$ cat config.mk
export PLATFORM = sky130hd
export DESIGN_NAME = link_state
export DESIGN_NICKNAME = d
export VERILOG_FILES = /design/src/rtl/link_seq_pkg.sv /design/src/rtl/link_state.sv
export SDC_FILE = /design/constraint.sdc
export NUM_CORES = 1
export LEC_CHECK = 0
export ABC_AREA = 1
export BUFFER_PORTS_ARGS = -buffer_cell sky130_fd_sc_hd__buf_2
export CORE_AREA = 2 2 39 41
export DETAILED_ROUTE_END_ITERATION = 8
export DIE_AREA = 0 0 41 43
export MAX_ROUTING_LAYER = met4
export SLEW_MARGIN = 25
export SYNTH_ARGS = -nofsm -noshare
export SYNTH_HDL_FRONTEND = slang
export SYNTH_SLANG_ARGS = --single-unit
$ cat constraint.sdc
create_clock -name clk_i -period 1 [get_ports clk_i]
set_input_delay 0.05 -clock clk_i [delete_from_list [all_inputs] [get_ports clk_i]]
set_output_delay 0.05 -clock clk_i [all_outputs]
set_load 0.1 [all_outputs]
$ cat src/rtl/link_seq_pkg.sv
package link_seq_pkg;
  typedef enum logic [1:0] {
    LINK_DOWN = 2'd0,
    LINK_SYNC = 2'd1,
    LINK_UP   = 2'd2
  } link_st_e;
endpackage

$ cat src/rtl/link_state.sv
module link_state
  import link_seq_pkg::*;
(
  input  logic clk_i,
  input  logic rst_ni,
  input  logic hdr_valid_i,
  input  logic rejoin_i,
  input  logic auto_remove_i,
  input  logic oof_i,
  input  logic excess_i,
  output logic resync_o,
  output logic link_good_o
);
  link_st_e st_q, st_d;

  always_comb begin
    st_d = st_q;
    unique case (st_q)
      LINK_DOWN: if (rejoin_i) st_d = LINK_SYNC;
      LINK_SYNC: begin
        if (auto_remove_i && oof_i) st_d = LINK_DOWN;
        else if (hdr_valid_i)       st_d = LINK_UP;
      end
      LINK_UP:   if (auto_remove_i && (oof_i || excess_i)) st_d = LINK_DOWN;
      default:   st_d = LINK_DOWN;
    endcase
  end

  always_ff @(posedge clk_i or negedge rst_ni) begin
    if (!rst_ni) st_q <= LINK_DOWN;
    else         st_q <= st_d;
  end

  assign resync_o    = (st_q == LINK_SYNC);
  assign link_good_o = (st_q == LINK_UP);


  keep_good_chk: assert property (@(posedge clk_i) disable iff (!rst_ni)
    link_good_o && !auto_remove_i |=> link_good_o);

  oof_drop_chk: assert property (@(posedge clk_i) disable iff (!rst_ni)
    link_good_o && auto_remove_i && oof_i |=> !link_good_o);

  no_silent_join_chk: assert property (@(posedge clk_i) disable iff (!rst_ni)
    !link_good_o && !(resync_o && hdr_valid_i) |=> !link_good_o);
endmodule

# After elaboration in Yosys (flattened, before gate mapping)
# Index checks and enable logic that the tools add are counted.
totals:
  rom_bits: 0
  ramBits: 0
  latch_bits: 0
  register_bits: 2
  output_inout_bits: 2
  n_memories: 0
  word_cells: 16
classes:
  addsub: 0
  order_cmp: 0
  bitwise_logic: 0
  mux: 5
  div: 0
  n_mul: 0
  shifts: 0
  eq_ne: 5
  reduce_logical: 5
op_table:
  columns: ["operator", "count"]
  rows:
  - ["$mux W2", 4]
  - ["$pmux W2 S3", 1]
  - ["$ne A3 B2 Y1 const B", 1]
  - ["$reduce_and A3 Y1", 1]
  - ["$eq A2 B1 Y1 const B", 1]
  - ["$eq A2 B2 Y1 const B", 1]
  - ["$logic_and A1 B1 Y1", 2]
  - ["$logic_not A2 Y1", 1]
  - ["$ne A2 B1 Y1 const B", 1]
  - ["$ne A2 B2 Y1 const B", 1]
  - ["$logic_or A1 B1 Y1", 1]

# Longest topological paths before layout
depth:
  word_depth: 4
  depth_mapped: 5

# Worst setup path before layout
# Ideal clock, no wire load.
synth_path:
  kind: "register to register"
  startpoint: "register st_q[1]"
  endpoint: "register st_q[1]"
  path_buffers: 0
  period_less_slack_ns: 1.711
  t_arrival_ns: 1.587
  stages_incl_launch_ff: 5
  required_ns: 0.876
  slack_ns: -0.711
  path_cell_list: "dfrtp_1 -> nor2_2 -> nand3_1 -> nand2_1 -> o21bai_1"
synth_via:
  elab_chain_len: 3
  elab_cells_between_ends: 8
  classes_between: "5 x eq/ne; 1 x mux; 2 x reduce/logical"
synth_rtl:
  columns: ["element", "line_no", "source"]
  rows:
  - ["start: declaration", "link_state.sv:14", "link_st_e st_q, st_d;"]
  - ["start signal: assignment", "link_state.sv:31", "else st_q <= st_d;"]
  - ["$eq A2 B1 Y1 *", null, null]
  - ["named net resync_o", "link_state.sv:11", "output logic resync_o,"]
  - ["$ne A3 B2 Y1 (no source line)", null, null]
  - ["$reduce_and A3 Y1 (no source line)", null, null]
# Mark *: on every way through the listed nets, which the timed path passes. The rest lies on a longest branch.
# A chain may end at the register's enable or synchronous reset.

# Final worst setup path
layout_path:
  startpoint: "register st_q[0]"
  endpoint: "output port link_good_o"
layout_via:
  elab_chain_len: 1
layout_rtl:
  columns: ["element", "line_no", "source"]
  rows:
  - ["$eq A2 B2 Y1", "link_state.sv:35", "assign link_good_o = (st_q == LINK_UP);"]
  - ["end: declaration", "link_state.sv:12", "output logic link_good_o"]
# No other way between the ends.

==> results.py <==
metrics = {
    "run_status": {
        "status": "complete, but fails checks",
        "violations": "negative setup slack",
    },
    "finish": {
        "multi_input_area_sq_um": 77.6,
        "fin_nets": 44,
        "ff_latch_area_sq_um": 51.3,
        "area_growth_pct": 130,
        "fillers": 165,
        "top_register": "st_q",
        "fin_cells": 51,
        "reg.largest.list": "st_q x2",
        "layout_commonest_cell": "buf_2",
        "largest_reg_flops": 2,
        "fin_area_sq_um": 297,
        "final_cell_mix": "buf_2 (6), nand2_1 (4), nor2_1 (4)",
        "drive_above_1_share_pct": 57.1,
        "antennaDiodeCount": 0,
    },
    "worst_setup_path": {
        "required_ns": 0.95,
        "critPathArrivalTime_ns": 1.01,
        "cp_slowest_cell": "dfrtp_1",
        "cp-end-kind": "primary output",
        "worstPathBufferInverterCount": 3,
        "cpLargestDelayFamily": "flip-flops",
        "worst_path_largest_cell_delay_ns": 0.38,
        "start_kind": "flop",
        "worstSetupPathType": "reg2out",
        "cp_cell_sequence": "inv_2 -> nand2_4 -> clkinvlp_4 -> buf_12",
        "crit_fanout": 2,
    },
    "job": {
        "max_cap_viol_count": 0,
    },
    "synth": {
        "netlist_area_sq_um": 129,
        "synth.yosys.seq_area_share_pct": 38.8,
        "ys_ff_latch": 2,
        "ys_warn_count": 0,
        "yosysTopAreaCellShare_pct": 38.8,
        "yosysTopAreaCell": "dfrtp_1",
        "ys_types": 8,
        "synthTopCellsByArea": "dfrtp_1 (39%), inv_1 (15%), nand2_1 (15%)",
        "netlist_instances": 20,
        "avgSynthCellArea_sq_um": 6.44,
        "synth_nets": 27,
    },
    "sta": {
        "finalSetupViolations": 3,
        "drv_slew": 0,
        "fin_skew_ns": 0.00659,
        "fin_crit_ns": 1.06,
        "tns_ns": -0.124,
        "max_freq_mhz": 942,
        "hold_violations": 0,
        "tightest_slew_ns": 0.175,
        "rsz0062_at_grt": "true",
        "finalCritPeriodShare_pct": 106,
        "fin_ws_ns": -0.0610,
        "hold_ws_ns": 0.0867,
        "slew_headroom_pct": 88.3,
    },
    "cts": {
        "clock_latency_ns": 0.23,
        "htree_levels": 1,
        "tritoncts": "yes",
        "cts.sinks": 2,
        "numCtsBuffers": 3,
        "clk_pin_slew_ns": 0.03,
        "ctsLongestPathBuffers": 2,
        "root_buffer": "clkbuf_4",
    },
    "global_route": {
        "gr-total-overflow": 0,
        "grt_pass1_vias": 147,
        "grt_pass1_wl_um": 462,
        "grt_max_degree": 4,
        "antenna_found_initial": 0,
        "groute.usage.overall_pct": 4.72,
    },
    "route": {
        "ant_nets": 0,
        "num_vias": 168,
        "drcViolationCount": 0,
        "viasPerCell": 3.29,
        "finalWirelength_um": 341,
        "drt_iter0_markers": 3,
        "dr.pass1.iters": 2,
        "wire_per_inst_um": 6.69,
    },
    "place": {
        "gp_congestion": 0.630,
        "place_inst": 44,
        "place_area_sq_um": 233,
        "port_buffers": 8,
        "dp_hpwl_um": 252,
    },
    "pwr": {
        "peakVddDrop_mv": 0.600,
        "power_mw": 1.04,
        "leakage_nw": 0.153,
        "powerDensity_nw_per_um2": 3490,
    },
    "floorplan": {
        "die_h_um": 43,
        "die_area_sq_um": 1760,
        "rows": 14,
        "initial_utilization_pct": 9.31,
        "fp.dieW_um": 41,
        "ioPinCount": 9,
        "core_sq_um": 1380,
    },
    "worst_hold_path": {
        "min_path_type": "in2reg",
    },
}
-- cells in the mapped netlist, drive strengths merged --
library cell,count
o31ai,1
o21bai,1
nand2,5
inv,5
nor2,5
dfrtp,2
nand3,1
-- worst register-to-register path: stages, from the launching register on --
cell and delay, ns:
dfrtp_2 0.44, nor2_4 0.15, buf_4 0.13, nand3_2 0.06, nand2_1 0.06, o21bai_1 0.06
-- routing by layer --
metal  up-vias  track usage (%)  part of all wire (%)
met5         -                -                     0
met4         0             6.00                     0
met3         0             3.14                   3.2
met2         3             7.19                    63
met1        75             2.55                    34
li1         90                -                     -
-- worst paths after layout --
path | endpoint | from | slack [ns] | cells past startpoint
worst max-delay path | link_good_o | st_q[0] | -0.06 | 4
worst min-delay path | st_q[0] | rejoin_i | 0.09 | 3
max in group asynchronous | st_q[1] | rst_ni | 0.75 | 2
worst min register to register | st_q[0] | st_q[0] | 0.57 | 2
min in group asynchronous | st_q[0] | rst_ni | 0.13 | 2
worst max register to register | st_q[1] | st_q[1] | -0.02 | 5
-- timing repair --
item,CTS,global route
gates resized for setup,2,1
buffers inserted,2,1
pin swaps,0,1
endpoints found under the hold margin,2,0
hold buffers,1,0
setup endpoints to repair,2,2
-- stage by stage --
| stage | util, % | setup slack (ns) |
|---|---|---|
| 2_1_floorplan | - | -0.308 |
| 3_3_place_gp | 16.8 | 0.0862 |
| 3_5_place_dp | 16.8 | 0.0698 |
| 4_1_cts | 20.5 | -0.0809 |
| 5_1_grt | 21.4 | -0.117 |
| 6_report | 21.4 | -0.0610 |
-- cell families after synthesis --
group                  share of synthesized area, %
AND/OR/NAND/NOR                                34.9
buffers and inverters                          14.6
flip-flops                                     38.8
AO/OA/AOI/OAI                                  11.7
-- final cells by class --
cell class	count	share of cell area, %
clock buffer	3	7.59
inverter	5	7.59
multi-input combinational	13	26.2
sequential	2	17.3
tap	16	6.75
timing repair buffer	12	34.6
-- power by group --
part	leakage (nW)	internal, mW	switching [mW]	total, mW
Sequential	0.0242	0.119	0.0402	0.159
Clock	0.0138	0.133	0.0499	0.183
Combinational	0.115	0.279	0.415	0.694
Note: power is estimated with default switching activity, not from simulation.
